File: src/rtl/cfg_serial_rom.sv
module cfg_serial_rom #(
  parameter int BYTES = 16,
  parameter int POR_CYCLES = 8,
  parameter logic [BYTES*8-1:0] CONTENT = {BYTES{8'hA5}}
) (
  input  logic clk,
  input  logic por_n,
  input  logic ce_n,
  input  logic roe,
  input  logic pol_inv,
  output logic dout,
  output logic dout_oe,
  output logic ceo_n,
  output logic standby,
  output logic ready_pd
);
  localparam int NBITS = BYTES * 8;
  localparam int AW = $clog2(NBITS);
  localparam int PW = $clog2(POR_CYCLES + 1);
  localparam logic [AW-1:0] LAST = AW'(NBITS - 1);
  localparam logic [PW-1:0] POR_END = PW'(POR_CYCLES);

  logic [AW-1:0] addr;
  logic [PW-1:0] por_q;
  logic ended;
  logic busy, rst_act, go;
  logic [AW-1:0] rd_idx;

  assign busy    = (por_q != POR_END);
  assign rst_act = pol_inv ? roe : ~roe;
  assign go      = ~busy & ~ce_n & ~rst_act & ~ended;
  assign rd_idx  = addr ^ AW'(7);

  always_ff @(posedge clk or negedge por_n) begin
    if (!por_n) por_q <= '0;
    else if (busy) por_q <= por_q + 1'b1;
  end

  always_ff @(posedge clk or negedge por_n) begin
    if (!por_n) begin
      addr  <= '0;
      ended <= 1'b0;
    end else if (busy || rst_act) begin
      addr  <= '0;
      ended <= 1'b0;
    end else if (go) begin
      if (addr == LAST) begin
        addr  <= '0;
        ended <= 1'b1;
      end else begin
        addr <= addr + 1'b1;
      end
    end
  end

  assign dout_oe  = go;
  assign dout     = go & CONTENT[rd_idx];
  assign ceo_n    = (ended && !rst_act) ? ce_n : 1'b1;
  assign standby  = ce_n;
  assign ready_pd = busy;
endmodule

File: config.mk
export PLATFORM = sky130hd
export DESIGN_NAME = cfg_serial_rom
export DESIGN_NICKNAME = d
export VERILOG_FILES = /design/src/rtl/cfg_serial_rom.sv
export SDC_FILE = /design/constraint.sdc
export NUM_CORES = 1
export LEC_CHECK = 0
export ABC_CLOCK_PERIOD_IN_PS = 1700
export BUFFER_PORTS_ARGS = -buffer_cell sky130_fd_sc_hd__buf_2
export CAP_MARGIN = 30
export CORE_AREA = 2 2 39 41
export CTS_BUF_LIST = sky130_fd_sc_hd__clkbuf_4
export CTS_CLUSTER_DIAMETER = 150
export DETAILED_ROUTE_END_ITERATION = 12
export DIE_AREA = 0 0 41 43
export PLACE_DENSITY = 0.73
export SLEW_MARGIN = 10
export SYNTH_ARGS = -nofsm -noshare
export SYNTH_HDL_FRONTEND = slang
export SYNTH_SLANG_ARGS = --single-unit
export TNS_END_PERCENT = 100
File: constraint.sdc
create_clock -name clk -period 1.7 [get_ports clk]
set_input_delay 0 -clock clk [delete_from_list [all_inputs] [get_ports clk]]
set_output_delay 0 -clock clk [all_outputs]
set_load 0.01 [all_outputs]
==> results.toml <==
[floorplan]
chipHeight_um = 43
dieWidth_um = 41
core-area_um2 = 1380
top_level_ports = 10
die_area_um2 = 1760
start_util = 0.483
rows = 14

[logic_synthesis]
netlist_top_cells_count = "12 x dfrtp_1, 6 x a21oi_1, 6 x nand2_1"
async_flop_share = 1.00
syn_area_per_cell_um2 = 9.41
synth_nets = 79
syn-cell-area_um2 = 668
yosysUniqueCellTypes = 28
yosysWarnings = 0
synth_ff_type = "dfrtp_1"
synth_top_cell_area_share = 0.449
synth_most_common_cell = "dfrtp_1"
ys_seq_area_frac = 0.449
ys_top_cells_by_area = "dfrtp_1 45%, ha_1 5.6%, xnor2_1 5.2%"
synth_edf_count = 0
synth-seq-cells = 12
synth_top_area_cell = "dfrtp_1"
syn_inst = 71

[sta]
layout_setup_ws_ps = 122
slew_headroom = 0.810
tightest_slew_ps = 284
final-max-slew-violation-count = 0
skew_ps = 3.74
final-hold-violation-count = 0
setup_violations = 0
fmax_mhz = 634
period_share = 0.928
period_minus_slack_ps = 1580
rsz0062_at_grt = "false"
finalSetupTns_ps = 0

[power]
p_sw_frac = 0.259
vdd_ir_drop_max_v = 0.000583
power_frac_seq = 0.549
p_leak_uw = 0.000337
p_comb_frac = 0.116
p_per_area_nw_per_um2 = 706
p_sw_uw = 140
clockPowerShare = 0.336
p_int_uw = 400

[finish]
fin_nets = 92
syn_to_final_growth_pct = 14.4
drive_gt1_frac = 0.217
antenna_cells = 0
fillers = 126
final_core_util = 0.552

[route]
viasPerCell = 5.15
wl_per_cell_um = 10.9
num_vias = 510
drt_wl_total_mm = 1.08
drc = 0
dr.pass1.iters = 4
drtAntennaViolNets = 0
first_iter_violations = 7

[grt]
grt_pass1_vias = 394
grt_pass1_wl_mm = 1.77
grt_overflow = 0
grt_max_degree = 13
grt_usage = 0.156
antenna_found_initial = 0

[run]
cap_violations = 0

[worst_setup_path]
critPathMaxFanout = 10
ff2ff_setup_slack_ps = 190
ff2ff_path_depth = 3
end_kind = "output port"
timing.rr.end = "addr[6]$_DFFE_PN0P_"
r2r_start = "ended$_DFFE_PN0P_"
cp.required_ps = 1700
crit_path_start_kind = "register"
cp.arrival_ps = 1580
path_class = "register to output port"

[placed_design]
dp_hpwl_um = 773
gp_congestion = 0.813
numPortBuffers = 9
place_ws_ps = 201

[clocking]
cts_num_sinks = 12
insertion_delay_ps = 270
htreeDepth = 1
clk_pin_slew_ps = 80
cts-root-buf = "clkbuf_4"
clk_path_buf_depth = 2
cts-buffers-inserted = 3
cts_tree = "done"

[worst_hold_path]
hp-start = "ce_n"
hold_path_end = "addr[0]$_DFFE_PN0P_"
hold_path.class = "primary input to register"
min_path_cells = 4

[run_status]
status = "finished clean"
## kinds of logic (layout without fill, tap and decap cells)
logic type / Yosys count / in the layout / share of synthesized area
simple gates: 25 / 25 / 0.197
flops: 12 / 12 / 0.449
xor+xnor: 6 / 6 / 0.0787
compound gates: 15 / 15 / 0.140
buf+inv: 10 / 22 / 0.0787
fa+ha+maj: 3 / 3 / 0.0562
## stage by stage
stage | std cells | hold WS [ps] | power [µW] | area (µm²)
after global routing | 99 | 105 | 570 | 764
after global placement | 93 | -107 | 362 | 714
final | 99 | 61.6 | 540 | 764
after CTS | 98 | 61.9 | 546 | 756
after floorplan | 71 | -296 | 340 | 668
after detailed placement | 93 | -104 | 361 | 714
## metal layers
| metal | vias to the layer above | GRT usage | wire [µm] |
|---|---|---|---|
| met5 | - | 0 | 0 |
| li1 | 270 | - | - |
| met3 | 4 | 0.0314 | 38 |
| met4 | 0 | 0.120 | 40 |
| met1 | 226 | 0.237 | 549 |
| met2 | 10 | 0.184 | 455 |
## cell type report
class	instances	area [µm²]	area share
Clock buffer	3	22.5	0.0295
Inverter	5	18.8	0.0245
Tap cell	16	20.0	0.0262
Sequential cell	12	300	0.393
Clock inverter	1	3.75	0.00491
Timing Repair Buffer	13	77.6	0.101
Multi-Input combinational cell	49	322	0.421
## flip-flops by register name, summed over array words and instances, names as in the netlist
register and flops:
ended 1, por_q 4, addr 7
## worst max path at each step
stage,end,startpoint,cells after the start,slack [ps]
floorplan,addr[5]$_DFFE_PN0P_,ended$_DFFE_PN0P_,4,240
global placement,addr[6]$_DFFE_PN0P_,ended$_DFFE_PN0P_,3,240
detailed placement,addr[6]$_DFFE_PN0P_,ended$_DFFE_PN0P_,3,200
CTS,dout,por_q[0]$_DFFE_PN0P_,6,20
global route,dout,por_q[0]$_DFFE_PN0P_,6,20
finish,dout,por_q[1]$_DFFE_PN0P_,6,120
## worst max-delay path, stage by stage (launching register included)
cell and delay, ps:
dfrtp_1 400, inv_1 70, ha_1 130, and3b_2 250, nand2_4 110, nor3_1 190
buf_2 150
## power by group through the flow
| stage | sequential [µW] | combinational, µW | clock, µW |
|---|---|---|---|
| floorplan | 300 | 39.8 | 0 |
| global placement | 302 | 60.3 | 0 |
| detailed placement | 302 | 59.6 | 0 |
| CTS | 296 | 63.7 | 186 |
| global route | 298 | 69.6 | 203 |
| finish | 296 | 62.4 | 181 |
## cells in the final DEF, fill, tap and decap left out
master,count
dfrtp_1,12
buf_2,9
a21oi_1,6
nand2_1,6
inv_1,5
nor2_1,4
nand3_1,4
xnor2_1,4
o21ai_0,3
ha_1,3
clkbuf_4,3
buf_4,3
xor2_1,2
nor3_1,2
o31ai_1,2
or4_1,2
and3b_2,1
nand2_4,1
or2_1,1
nand3b_1,1
or3_1,1
a22oi_1,1
nor3b_1,1
a31o_2,1
nand4_1,1
a41oi_1,1
a311oi_1,1
clkinv_1,1
dlygate4sd3_1,1
## repair_timing
action / 4_1_cts / 5_1_grt
endpoints found under the hold margin: 12 / 0
hold buffers: 1 / 0
gates resized for setup: 1 / 1
setup buffers: 0 / 1
cloned: 0 / 0
endpoints found under the setup margin: 1 / 1
No activity file was read; power rests on OpenSTA's default activity.
